**src/rtl/sram_ctl_pkg.sv**
```systemverilog
package sram_ctl_pkg;

  typedef enum logic [2:0] {
    ST_IDLE  = 3'd0,
    ST_SETUP = 3'd1,
    ST_READ  = 3'd2,
    ST_WRITE = 3'd3,
    ST_RECOV = 3'd4
  } seq_state_t;

  function automatic int max3(input int a, input int b, input int c);
    int m;
    m = (a > b) ? a : b;
    return (m > c) ? m : c;
  endfunction

endpackage

```
**src/rtl/sram_ctl_timer.sv**
```systemverilog
// Down counter for the wait states: loaded when a phase starts, reports zero on the phase's last cycle.
module sram_ctl_timer #(
  parameter int CNT_W = 3
) (
  input  logic             clk,
  input  logic             rst_n,
  input  logic             load,
  input  logic [CNT_W-1:0] load_val,
  output logic [CNT_W-1:0] cnt,
  output logic             zero
);

  always_ff @(posedge clk) begin
    if (!rst_n) begin
      cnt <= '0;
    end else if (load) begin
      cnt <= load_val;
    end else if (cnt != '0) begin
      cnt <= cnt - 1'b1;
    end
  end

  assign zero = (cnt == '0);

endmodule

```
**src/rtl/sram_ctl_seq.sv**
```systemverilog
// Access sequencer: walks setup, strobe and recovery phases and decodes the pin levels.
module sram_ctl_seq
  import sram_ctl_pkg::*;
#(
  parameter int SETUP_CYC     = 2,
  parameter int RD_CYC        = 3,
  parameter int WR_CYC        = 4,
  parameter int DRIVE_LAG_CYC = 1,
  parameter int CNT_W         = 3
) (
  input  logic             clk,
  input  logic             rst_n,
  input  logic             req_fire,
  input  logic             req_write,
  input  logic [CNT_W-1:0] tmr_cnt,
  input  logic             tmr_zero,
  output logic             tmr_load,
  output logic [CNT_W-1:0] tmr_val,
  output logic             idle,
  output logic             ce_n,
  output logic             we_n,
  output logic             oe_n,
  output logic             drive,
  output logic             capture
);

  localparam logic [CNT_W-1:0] SETUP_LD  = CNT_W'(SETUP_CYC - 1);
  localparam logic [CNT_W-1:0] READ_LD   = CNT_W'(RD_CYC - 1);
  localparam logic [CNT_W-1:0] WRITE_LD  = CNT_W'(WR_CYC - 1);
  localparam logic [CNT_W-1:0] DRV_LIMIT = CNT_W'(WR_CYC - 1 - DRIVE_LAG_CYC);

  seq_state_t state_q, state_d;
  logic       is_wr_q;

  always_comb begin
    state_d  = state_q;
    tmr_load = 1'b0;
    tmr_val  = SETUP_LD;
    unique case (state_q)
      ST_IDLE: begin
        if (req_fire) begin
          state_d  = ST_SETUP;
          tmr_load = 1'b1;
          tmr_val  = SETUP_LD;
        end
      end
      ST_SETUP: begin
        if (tmr_zero) begin
          tmr_load = 1'b1;
          if (is_wr_q) begin
            state_d = ST_WRITE;
            tmr_val = WRITE_LD;
          end else begin
            state_d = ST_READ;
            tmr_val = READ_LD;
          end
        end
      end
      ST_READ: begin
        if (tmr_zero) state_d = ST_IDLE;
      end
      ST_WRITE: begin
        if (tmr_zero) state_d = ST_RECOV;
      end
      ST_RECOV: state_d = ST_IDLE;
      default:  state_d = ST_IDLE;
    endcase
  end

  always_ff @(posedge clk) begin
    if (!rst_n) begin
      state_q <= ST_IDLE;
      is_wr_q <= 1'b0;
    end else begin
      state_q <= state_d;
      if (req_fire && state_q == ST_IDLE) is_wr_q <= req_write;
    end
  end

  // Pin levels decode straight from the state register (one compare each).
  assign idle    = (state_q == ST_IDLE);
  assign ce_n    = (state_q == ST_IDLE);
  assign we_n    = (state_q != ST_WRITE);
  assign oe_n    = (state_q != ST_READ);
  assign capture = (state_q == ST_READ) && tmr_zero;
  assign drive   = ((state_q == ST_WRITE) && (tmr_cnt <= DRV_LIMIT)) ||
                   (state_q == ST_RECOV);

endmodule

```
**src/rtl/sram_ctl_dpath.sv**
```systemverilog
// Address/data holding registers and read capture.
module sram_ctl_dpath #(
  parameter int ADDR_W = 19,
  parameter int DATA_W = 8
) (
  input  logic              clk,
  input  logic              rst_n,
  input  logic              req_fire,
  input  logic [ADDR_W-1:0] req_addr,
  input  logic [DATA_W-1:0] req_wdata,
  input  logic              capture,
  input  logic [DATA_W-1:0] mem_dq_in,
  output logic [ADDR_W-1:0] mem_addr,
  output logic [DATA_W-1:0] mem_dq_out,
  output logic              rsp_valid,
  output logic [DATA_W-1:0] rsp_rdata
);

  always_ff @(posedge clk) begin
    if (!rst_n) begin
      mem_addr   <= '0;
      mem_dq_out <= '0;
    end else if (req_fire) begin
      mem_addr   <= req_addr;
      mem_dq_out <= req_wdata;
    end
  end

  always_ff @(posedge clk) begin
    if (!rst_n) begin
      rsp_valid <= 1'b0;
      rsp_rdata <= '0;
    end else begin
      rsp_valid <= capture;
      if (capture) rsp_rdata <= mem_dq_in;
    end
  end

endmodule

```
**src/rtl/sram_ctl.sv**
```systemverilog
module sram_ctl
  import sram_ctl_pkg::*;
#(
  parameter int ADDR_W        = 19,
  parameter int DATA_W        = 8,
  parameter int SETUP_CYC     = 2,
  parameter int RD_CYC        = 3,
  parameter int WR_CYC        = 4,
  parameter int DRIVE_LAG_CYC = 1
) (
  input  logic              clk,
  input  logic              rst_n,
  input  logic              req_valid,
  output logic              req_ready,
  input  logic              req_write,
  input  logic [ADDR_W-1:0] req_addr,
  input  logic [DATA_W-1:0] req_wdata,
  output logic              rsp_valid,
  output logic [DATA_W-1:0] rsp_rdata,
  output logic [ADDR_W-1:0] mem_addr,
  output logic              mem_ce_n,
  output logic              mem_we_n,
  output logic              mem_oe_n,
  output logic [DATA_W-1:0] mem_dq_out,
  output logic              mem_dq_oe,
  input  logic [DATA_W-1:0] mem_dq_in
);

  localparam int MAX_CYC = max3(SETUP_CYC, RD_CYC, WR_CYC);
  localparam int CNT_W   = (MAX_CYC < 2) ? 1 : $clog2(MAX_CYC);

  logic             req_fire;
  logic             tmr_load, tmr_zero, idle, capture;
  logic [CNT_W-1:0] tmr_val, tmr_cnt;

  assign req_ready = idle;
  assign req_fire  = req_valid && idle;

  sram_ctl_timer #(.CNT_W(CNT_W)) timer_i (
    .clk      (clk),
    .rst_n    (rst_n),
    .load     (tmr_load),
    .load_val (tmr_val),
    .cnt      (tmr_cnt),
    .zero     (tmr_zero)
  );

  sram_ctl_seq #(
    .SETUP_CYC     (SETUP_CYC),
    .RD_CYC        (RD_CYC),
    .WR_CYC        (WR_CYC),
    .DRIVE_LAG_CYC (DRIVE_LAG_CYC),
    .CNT_W         (CNT_W)
  ) seq_i (
    .clk       (clk),
    .rst_n     (rst_n),
    .req_fire  (req_fire),
    .req_write (req_write),
    .tmr_cnt   (tmr_cnt),
    .tmr_zero  (tmr_zero),
    .tmr_load  (tmr_load),
    .tmr_val   (tmr_val),
    .idle      (idle),
    .ce_n      (mem_ce_n),
    .we_n      (mem_we_n),
    .oe_n      (mem_oe_n),
    .drive     (mem_dq_oe),
    .capture   (capture)
  );

  sram_ctl_dpath #(.ADDR_W(ADDR_W), .DATA_W(DATA_W)) dpath_i (
    .clk        (clk),
    .rst_n      (rst_n),
    .req_fire   (req_fire),
    .req_addr   (req_addr),
    .req_wdata  (req_wdata),
    .capture    (capture),
    .mem_dq_in  (mem_dq_in),
    .mem_addr   (mem_addr),
    .mem_dq_out (mem_dq_out),
    .rsp_valid  (rsp_valid),
    .rsp_rdata  (rsp_rdata)
  );

endmodule

```
**config.mk**
```make
export PLATFORM = sky130hd
export DESIGN_NAME = sram_ctl
export DESIGN_NICKNAME = d
export VERILOG_FILES = /design/src/rtl/sram_ctl_pkg.sv /design/src/rtl/sram_ctl_timer.sv /design/src/rtl/sram_ctl_seq.sv /design/src/rtl/sram_ctl_dpath.sv /design/src/rtl/sram_ctl.sv
export SDC_FILE = /design/constraint.sdc
export NUM_CORES = 1
export LEC_CHECK = 0
export ABC_AREA = 1
export BUFFER_PORTS_ARGS = -buffer_cell sky130_fd_sc_hd__buf_2
export CAP_MARGIN = 20
export CELL_PAD_IN_SITES_DETAIL_PLACEMENT = 0
export CELL_PAD_IN_SITES_GLOBAL_PLACEMENT = 1
export CORE_AREA = 4 4 76 78
export DETAILED_ROUTE_END_ITERATION = 16
export DIE_AREA = 0 0 80 82
export MAX_ROUTING_LAYER = met4
export PLACE_DENSITY = 0.86
export SYNTH_ARGS = -nofsm -noshare
export SYNTH_HDL_FRONTEND = slang
export SYNTH_SLANG_ARGS = --single-unit
```
**constraint.sdc**
```tcl
create_clock -name clk -period 4 [get_ports clk]
set_clock_uncertainty 0.15 [all_clocks]
set_input_delay 0.2 -clock clk [delete_from_list [all_inputs] [get_ports clk]]
set_output_delay 0.2 -clock clk [all_outputs]
set_load 0.01 [all_outputs]
```
==> reports/results.tsv, run 1 <==
stage	metric	value	unit
job	drv_cap	0	
global_route	grt_pass1_vias	1505	
synthesis	synth_nets	255	
cts	clockRootBuffer	clkbuf_8	
setup_path	critPathLaunchType	register	
setup_path	cp_slowest_cell	nor2_4	
route	drt_wl_total	4.423	mm
cts	cts_resized	0	
timing	rsz0062_at_grt	false	
setup_path	cp_max_fo	30	
layout	utilization	44.55	%
synthesis	synth_seq_cells	42	
floorplanning	fp.dieW	80	um
timing	finalSetupTns	0	ns
timing	worst_slew_pin_slew	1.029	ns
timing	fmax	518.0	MHz
layout	ff_latch_area	840.8	um^2
setup_path	cp_cell_sequence	inv_2, nand2_2, nor2_4, buf_2	
synthesis	syn_area	1698	um^2
floorplanning	start_util	33.46	%
route	wl_per_cell	12.08	um
setup_path	worstPathRequired	3.65	ns
route	drc	0	
cts	clkLatencyLatePin	0.29	ns
layout	final_cell_mix	79 x buf_2, 42 x dfxtp_1, 40 x nand2_1, 31 x nand3_1, 31 x a21oi_1	
cts	hold_buffers	8	
route	ant_nets	0	
floorplanning	rows	26	
floorplanning	ios	80	
global_route	overflow	0	
placement	dpl_worst_slack	2.226	ns
route	drt_iter0_drc	59	
timing	slew_viol_final	0	
synthesis	avgSynthCellArea	7.934	um^2
placement	io_buffers	79	
hold_path	hp-class	in -> reg	
setup_path	crit_path_end_kind	output pin	
layout	diodes	0	
timing	setup_violations	0	
route	vias	1701	
synthesis	ys_types	24	
cts	clk_pin_slew	0.08	ns
status	status	completed	
global_route	grt_max_degree	34	
power_and_ir_drop	power-per-cell-area	603.2	nW/um^2
floorplanning	design.core.area	5075	um^2
cts	cts_made_buffers	5	
layout	drive_above_1_share	33.11	%
cts	postCtsSetupBuffers	0	
timing	relSlewSlack	31.34	%
layout	n_fill_cell	546	
power_and_ir_drop	vdd_drop_max	0.0002563	V
route	drtPass1Iterations	4	
layout	multiInputGateArea	723.2	um^2
placement	place_hpwl	2.901	mm
placement	gp_congestion	0.7591	
cts	cts_tree	built	
cts	cts_sinks	42	
cts	clockBufferDepth	2	
floorplanning	dieArea	6560	um^2
layout	syn2layout_area_growth	33.16	%
timing	period_needed	1.931	ns
synthesis	synth_warnings	0	
timing	fin_ws	2.069	ns
setup_path	worst_path_largest_cell_delay	0.51	ns
layout	final_common_cell	buf_2	
synthesis	syn_inst	214	
timing	hold_viol_final	0	
layout	fin_nets	336	
power_and_ir_drop	leakage	0.001089	uW
setup_path	crit_arrival	1.58	ns
global_route	grtUsageTotal	13.85	%
route	avgViaCountPerCell	4.648	
global_route	grt_pass1_wl	7.010	mm
timing	min_period_over_period	48.26	%
setup_path	worst-setup-path-type	reg -> out	
cts	htreeDepth	2	
global_route	antenna_found_initial	0	
floorplanning	die_height	82	um
synthesis	ys_seq_area_share	49.52	%
## per-stage QoR
| step | std cells | hold WS [ns] | cell area (um^2) | total power [uW] |
|---|---|---|---|---|
| 6_report | 366 | 0.02352 | 2261 | 1364 |
| 5_1_grt | 366 | 0.01112 | 2261 | 1477 |
| 4_1_cts | 365 | 0.01389 | 2251 | 1383 |
| 3_5_place_dp | 349 | 0.2804 | 2085 | 1107 |
| 3_3_place_gp | 349 | 0.2722 | 2085 | 1100 |
| 2_1_floorplan | 214 | 0.1849 | 1698 | 991.3 |
## kinds of logic after synthesis
logic type | Yosys count | synth area share (%)
and+or+nand+nor | 105 | 28.81
DFF | 42 | 49.52
AOI/OAI and AO/OA | 41 | 12.31
buffers and inverters | 24 | 7.884
adders and majority gates | 2 | 1.474
## critical path: cells and delay by family, from the launching register on
family | cells | cell delay, ns
buffers and inverters | 2 | 0.33
flip-flops | 1 | 0.37
AND/OR/NAND/NOR | 2 | 0.58
## cell usage after synthesis (all sizes together)
cell type | n | area [um^2]
nand4 | 2 | 18.77
a21boi | 1 | 7.510
buf | 12 | 87.58
dfxtp | 42 | 840.8
o21ai | 8 | 40.04
inv | 10 | 37.53
a21oi | 31 | 155.2
nand2 | 42 | 162.6
o22ai | 1 | 6.260
nor3 | 1 | 5.000
nand3 | 32 | 172.7
clkbuf | 2 | 8.750
nor2 | 28 | 130.1
ha | 2 | 25.02
## cell type report
cell class / instances / area share [%]
Inverter: 10 / 1.660
Sequential cell: 42 / 37.19
Tap cell: 70 / 3.874
Timing Repair Buffer: 88 / 21.47
Clock buffer: 6 / 3.210
Clock inverter: 2 / 0.6087
Multi-Input combinational cell: 148 / 31.99
## where the power goes
part | switching (uW) | internal (uW) | total [uW]
clock network | 141 | 123 | 264
logic | 347 | 194 | 542
registers | 54.5 | 504 | 558
total | 543 | 821 | 1360
## flip-flops by register name (all words and copies together) (netlist names)
signal              count
dpath_i.mem_dq_out      8
dpath_i.rsp_valid       1
dpath_i.mem_addr       19
dpath_i.rsp_rdata       8
seq_i.state_q           3
timer_i.cnt             2
seq_i.is_wr_q           1
## path summary, 6_finish.rpt
path	end	depth (start not counted)	slack, ns	from
min reg2reg	dpath_i.mem_addr[9]	2	0.32	dpath_i.mem_addr[9]
max	mem_ce_n	4	2.07	seq_i.state_q[2]
min	dpath_i.mem_addr[18]	3	0.02	req_addr[18]
max reg2reg	dpath_i.rsp_rdata[3]	7	2.41	timer_i.cnt[0]
## routing by layer
layer | share of wire [%] | wire length [um] | global-route usage, % | vias up
met5 | 0 | 0 | - | -
met4 | 1.2 | 51 | 4.054 | 0
met3 | 11 | 465 | 4.167 | 7
met2 | 43 | 1896 | 21.36 | 74
met1 | 45 | 2010 | 17.55 | 754
li1 | - | - | - | 866
Power figures use the tool's default switching activity.
==> run 2: changes to the inputs <==
--- a/config.mk
+++ b/config.mk
@@ -10,11 +10,11 @@
 export CAP_MARGIN = 20
 export CELL_PAD_IN_SITES_DETAIL_PLACEMENT = 0
 export CELL_PAD_IN_SITES_GLOBAL_PLACEMENT = 1
-export CORE_AREA = 4 4 76 78
+export CORE_AREA = 4 4 83 85
 export DETAILED_ROUTE_END_ITERATION = 16
-export DIE_AREA = 0 0 80 82
+export DIE_AREA = 0 0 87 89
 export MAX_ROUTING_LAYER = met4
-export PLACE_DENSITY = 0.86
+export PLACE_DENSITY = 0.76
 export SYNTH_ARGS = -nofsm -noshare
 export SYNTH_HDL_FRONTEND = slang
 export SYNTH_SLANG_ARGS = --single-unit
==> constraint.sdc (replaced) <==
create_clock -name clk -period 1.72 [get_ports clk]
set_clock_uncertainty 0.15 [all_clocks]
set_input_delay 0.086 -clock clk [delete_from_list [all_inputs] [get_ports clk]]
set_output_delay 0.086 -clock clk [all_outputs]
set_load 0.01 [all_outputs]
==> reports/results.tsv, run 2 (same netlist as run 1, synthesis figures left out) <==
stage	metric	value	unit
timing	rsz0062_at_grt	false	
timing	finalSetupTns	0	ns
setup_path	critPathLaunchType	register	
placement	dpl_cell_area	2156	um^2
setup_path	cp_slowest_cell	dfxtp_1	
timing	fmax	648.3	MHz
hold_path	hp-class	in -> reg	
timing	hold_viol_final	0	
floorplanning	rows	29	
global_route	grt_max_degree	31	
layout	top_register	dpath_i.mem_addr	
layout	fin_nets	369	
job	drv_cap	0	
floorplanning	die_height	89	um
cts	clkLatencyLatePin	0.29	ns
cts	htreeDepth	2	
route	drtPass1Iterations	4	
timing	slew_viol_final	0	
power_and_ir_drop	power.total	3369	uW
timing	worst_slew_pin_slew	0.2701	ns
floorplanning	dieArea	7743	um^2
floorplanning	ios	80	
layout	syn2layout_area_growth	54.16	%
route	ant_nets	0	
setup_path	worst_path_largest_cell_delay	0.32	ns
route	avgViaCountPerCell	4.397	
setup_path	crit_path_end_kind	register	
global_route	grtUsageTotal	12.43	%
layout	final_common_cell	buf_2	
global_route	overflow	0	
floorplanning	fp.dieW	87	um
global_route	grt_pass1_vias	1644	
cts	clk_pin_slew	0.08	ns
layout	utilization	42.19	%
setup_path	cp.buffers_inverters	3	
timing	period_needed	1.543	ns
timing	min_period_over_period	89.69	%
setup_path	cp_cell_sequence	inv_1, ha_1, inv_1, nor2_4, inv_2, nor2_1, nor2_1	
placement	place_hpwl	3.132	mm
cts	cts_tree	built	
route	wl_per_cell	11.48	um
route	drc	0	
global_route	antenna_found_initial	0	
power_and_ir_drop	leakage	0.001244	uW
cts	clockBufferDepth	2	
cts	cts_made_buffers	5	
timing	setup_violations	0	
route	drt_wl_total	4.659	mm
power_and_ir_drop	power-per-cell-area	1287	nW/um^2
layout	finalInstanceArea	2618	um^2
layout	drive_above_1_share	31.31	%
setup_path	regToRegSetupSlack	0.18	ns
floorplanning	design.core.area	6205	um^2
layout	diodes	0	
power_and_ir_drop	vdd_drop_max	0.0006272	V
setup_path	crit_arrival	1.58	ns
placement	gp_congestion	0.8303	
setup_path	worst-setup-path-type	reg -> reg	
cts	clockRootBuffer	clkbuf_8	
status	status	completed	
layout	largest_reg_flops	19	
layout	final_cell_mix	79 x buf_2, 42 x dfxtp_1, 40 x nand2_1, 37 x dlygate4sd3_1	
timing	relSlewSlack	81.97	%
setup_path	worstPathRequired	1.76	ns
floorplanning	start_util	27.36	%
setup_path	cp_max_fo	9	
route	vias	1785	
layout	top_regs	dpath_i.mem_addr x19, dpath_i.mem_dq_out x8, dpath_i.rsp_rdata x8	
global_route	grt_pass1_wl	7.438	mm
cts	cts_sinks	42	
setup_path	crit_family	simple AND/OR/NAND/NOR gates	
layout	n_fill_cell	650	
placement	io_buffers	79	
route	drt_iter0_drc	75	
## run 2: cell types whose count changed in the layout (fill, tap and decap cells not counted), sizes merged
cell         delta
clkbuf          +1
dlygate4sd3    +28
buf             +5
clkinv          -1
## run 2: final timing paths
kind,endpoint,cells after the start,from
min reg2reg,dpath_i.mem_addr[4],2,dpath_i.mem_addr[4]
min,dpath_i.mem_dq_out[5],3,req_valid
max reg2reg,dpath_i.rsp_rdata[3],7,timer_i.cnt[0]
max,dpath_i.rsp_rdata[3],7,timer_i.cnt[0]
## run 2: layout make-up
cell class	instances	area [um^2]	share of cell area [%]
multi-input combinational	148	723.2	27.63
timing repair buffer	121	828.3	31.64
inverter	10	37.54	1.434
clock inverter	1	5.005	0.1912
clock buffer	7	86.33	3.298
tap	77	96.34	3.681
sequential	42	840.8	32.12
## run 2: stage by stage
stage          cells  setup slack, ns  hold WS (ns)
3_5_place_dp     361           0.1865        0.1652
3_3_place_gp     361           0.2494        0.1564
2_1_floorplan    214           0.3648       0.07090
5_1_grt          406          0.02591       0.03335
6_report         406           0.1774       0.03205
4_1_cts          406           0.1674       0.03058
## run 2: per-layer routing
layer / track usage (%) / vias up / part of all wire, % / routed length (um)
met2: 20.84 / 56 / 49 / 2265
met1: 14.37 / 790 / 43 / 2021
met3: 3.871 / 5 / 7.0 / 325
li1: - / 934 / - / -
met5: - / - / 0 / 0
met4: 3.399 / 0 / 0.97 / 45
## run 2: what timing repair did
item                      CTS  global route
hold buffers               37             0
hold endpoints to repair   37             0
gates resized for setup     0             0
buffers inserted            0             0
## run 2: power by group
| part | internal, uW | switching [uW] | total, uW | leakage, uW |
|---|---|---|---|---|
| registers | 1170 | 123 | 1290 | 0.000344 |
| logic | 592 | 841 | 1430 | 0.000851 |
| clock network | 324 | 318 | 642 | 0.0000482 |
| total | 2090 | 1280 | 3370 | 0.00124 |
## run 2: worst reg2reg max path, stage by stage, from the launching register on
cell and delay (ns):
dfxtp_1 0.32, inv_1 0.09, ha_1 0.27, inv_1 0.12, nor2_4 0.21, inv_2 0.13, nor2_1 0.11, nor2_1 0.05
==> run 3: changes to the inputs <==
--- a/config.mk
+++ b/config.mk
@@ -8,7 +8,7 @@
 export ABC_AREA = 1
 export BUFFER_PORTS_ARGS = -buffer_cell sky130_fd_sc_hd__buf_2
 export CAP_MARGIN = 20
-export CELL_PAD_IN_SITES_DETAIL_PLACEMENT = 0
+export CELL_PAD_IN_SITES_DETAIL_PLACEMENT = 1
 export CELL_PAD_IN_SITES_GLOBAL_PLACEMENT = 1
 export CORE_AREA = 4 4 83 85
 export DETAILED_ROUTE_END_ITERATION = 16
==> reports/results.tsv, run 3 (same netlist as run 1, synthesis figures left out) <==
stage	metric	value	unit
setup_path	worst-setup-path-type	reg -> reg	
global_route	grt_max_degree	31	
setup_path	worstPathRequired	1.76	ns
power_and_ir_drop	vdd_drop_max	0.0005392	V
route	drc	0	
power_and_ir_drop	leakage	0.001252	uW
timing	finalSetupTns	0	ns
layout	n_fill_cell	762	
setup_path	crit_arrival	1.57	ns
layout	top_regs	dpath_i.mem_addr x19, dpath_i.mem_dq_out x8, dpath_i.rsp_rdata x8	
floorplanning	ios	80	
placement	io_buffers	79	
timing	rsz0062_at_grt	false	
placement	place_hpwl	3.543	mm
hold_path	hp-class	in -> reg	
setup_path	cp_max_fo	9	
cts	cts_made_buffers	5	
global_route	antenna_found_initial	0	
route	drtPass1Iterations	4	
layout	drive_above_1_share	31.91	%
timing	worst_slew_pin_slew	0.2764	ns
floorplanning	design.core.area	6205	um^2
global_route	grtUsageTotal	14.63	%
cts	cts_sinks	42	
layout	final_common_cell	buf_2	
timing	slew_viol_final	0	
status	status	completed	
global_route	overflow	0	
timing	setup_violations	0	
layout	largest_reg_flops	19	
layout	fin_nets	369	
floorplanning	start_util	27.36	%
cts	cts_tree	built	
route	vias	1857	
timing	min_period_over_period	88.92	%
cts	htreeDepth	2	
job	drv_cap	0	
route	ant_nets	0	
global_route	grt_pass1_vias	1926	
placement	gp_congestion	0.8303	
route	drt_iter0_drc	37	
floorplanning	dieArea	7743	um^2
layout	diodes	0	
power_and_ir_drop	power.internal	2197	uW
timing	fmax	653.8	MHz
floorplanning	die_height	89	um
cts	postCtsSetupBuffers	0	
cts	clkLatencyLatePin	0.29	ns
setup_path	crit_path_end_kind	register	
route	wl_per_cell	13.10	um
global_route	grt_pass1_wl	8.763	mm
layout	syn2layout_area_growth	55.34	%
timing	relSlewSlack	81.55	%
layout	utilization	42.51	%
cts	clockRootBuffer	clkbuf_8	
layout	top_register	dpath_i.mem_addr	
power_and_ir_drop	power_switching	1325	uW
power_and_ir_drop	sequentialPowerShare	36.9	%
power_and_ir_drop	power-per-cell-area	1336	nW/um^2
power_and_ir_drop	clock_power_share	21.3	%
cts	clk_pin_slew	0.08	ns
route	drt_wl_total	5.318	mm
timing	period_needed	1.529	ns
power_and_ir_drop	power_frac_comb	41.8	%
floorplanning	rows	29	
layout	final_cell_mix	79 x buf_2, 42 x dfxtp_1, 40 x nand2_1, 37 x dlygate4sd3_1	
timing	hold_viol_final	0	
cts	clockBufferDepth	2	
route	avgViaCountPerCell	4.574	
floorplanning	fp.dieW	87	um
setup_path	critPathLaunchType	register	
power_and_ir_drop	swShare	37.62	%
-- run 3: cell count changes in the layout (fill, tap and decap cells not counted), sizes merged --
cell / previous run / this run
clkinv: 1 / 2
bufinv: 0 / 1
clkbuf: 7 / 5
-- run 3: through the flow --
stage	cell area, um^2	cells	setup slack (ns)	hold WS (ns)	power, uW
3_5_place_dp	2156	361	0.1545	0.1701	2739
2_1_floorplan	1698	214	0.3648	0.07090	2305
5_1_grt	2638	406	0.05824	0.04386	3837
3_3_place_gp	2156	361	0.2494	0.1564	2697
6_report	2638	406	0.1905	0.03716	3522
4_1_cts	2635	406	0.1355	0.02767	3582
-- run 3: final timing paths --
kind | from | endpoint | slack, ns | cells past startpoint
min | req_valid | dpath_i.mem_dq_out[1] | 0.04 | 3
max | timer_i.cnt[0] | dpath_i.rsp_rdata[2] | 0.19 | 7
max reg2reg | timer_i.cnt[0] | dpath_i.rsp_rdata[2] | 0.19 | 7
min reg2reg | dpath_i.mem_addr[6] | dpath_i.mem_addr[6] | 0.31 | 2
-- run 3: critical path, cell delays in order (launching register included) --
cell and delay (ns):
dfxtp_1 0.32, inv_1 0.10, ha_2 0.25, inv_1 0.10, nor2_4 0.20, inv_2 0.12
nor2_1 0.12, nor2_1 0.06
-- run 3: per-layer routing --
layer  track usage (%)  vias up  wire [um]
met2             26.36       56       2798
met3             3.318        7        291
met1             15.97      862       2155
met4             4.533        0         72
li1                  -      932          -
met5                 -        -          0
-- run 3: power groups by stage --
| stage | logic (uW) | clock network, uW | registers (uW) |
|---|---|---|---|
| 6_report | 1470 | 750 | 1300 |
| 5_1_grt | 1680 | 831 | 1330 |
| 4_1_cts | 1490 | 794 | 1300 |
| 3_5_place_dp | 1420 | 0 | 1320 |
| 3_3_place_gp | 1380 | 0 | 1310 |
| 2_1_floorplan | 927 | 0 | 1380 |
-- run 3: layout make-up --
cell class | count | area (um^2) | area share, %
inverters | 10 | 37.54 | 1.423
multi-input cells | 148 | 725.7 | 27.51
clock buffers | 5 | 68.82 | 2.609
flip-flops and latches | 42 | 840.8 | 31.88
repair buffers | 121 | 828.3 | 31.40
clock inverters | 3 | 40.04 | 1.518
well taps | 77 | 96.34 | 3.653
-- run 3: what timing repair did --
action | 4_1_cts | 5_1_grt
hold buffers | 37 | 0
gates resized for setup | 0 | 1
endpoints found under the setup margin | 0 | 6
hold endpoints to repair | 37 | 0
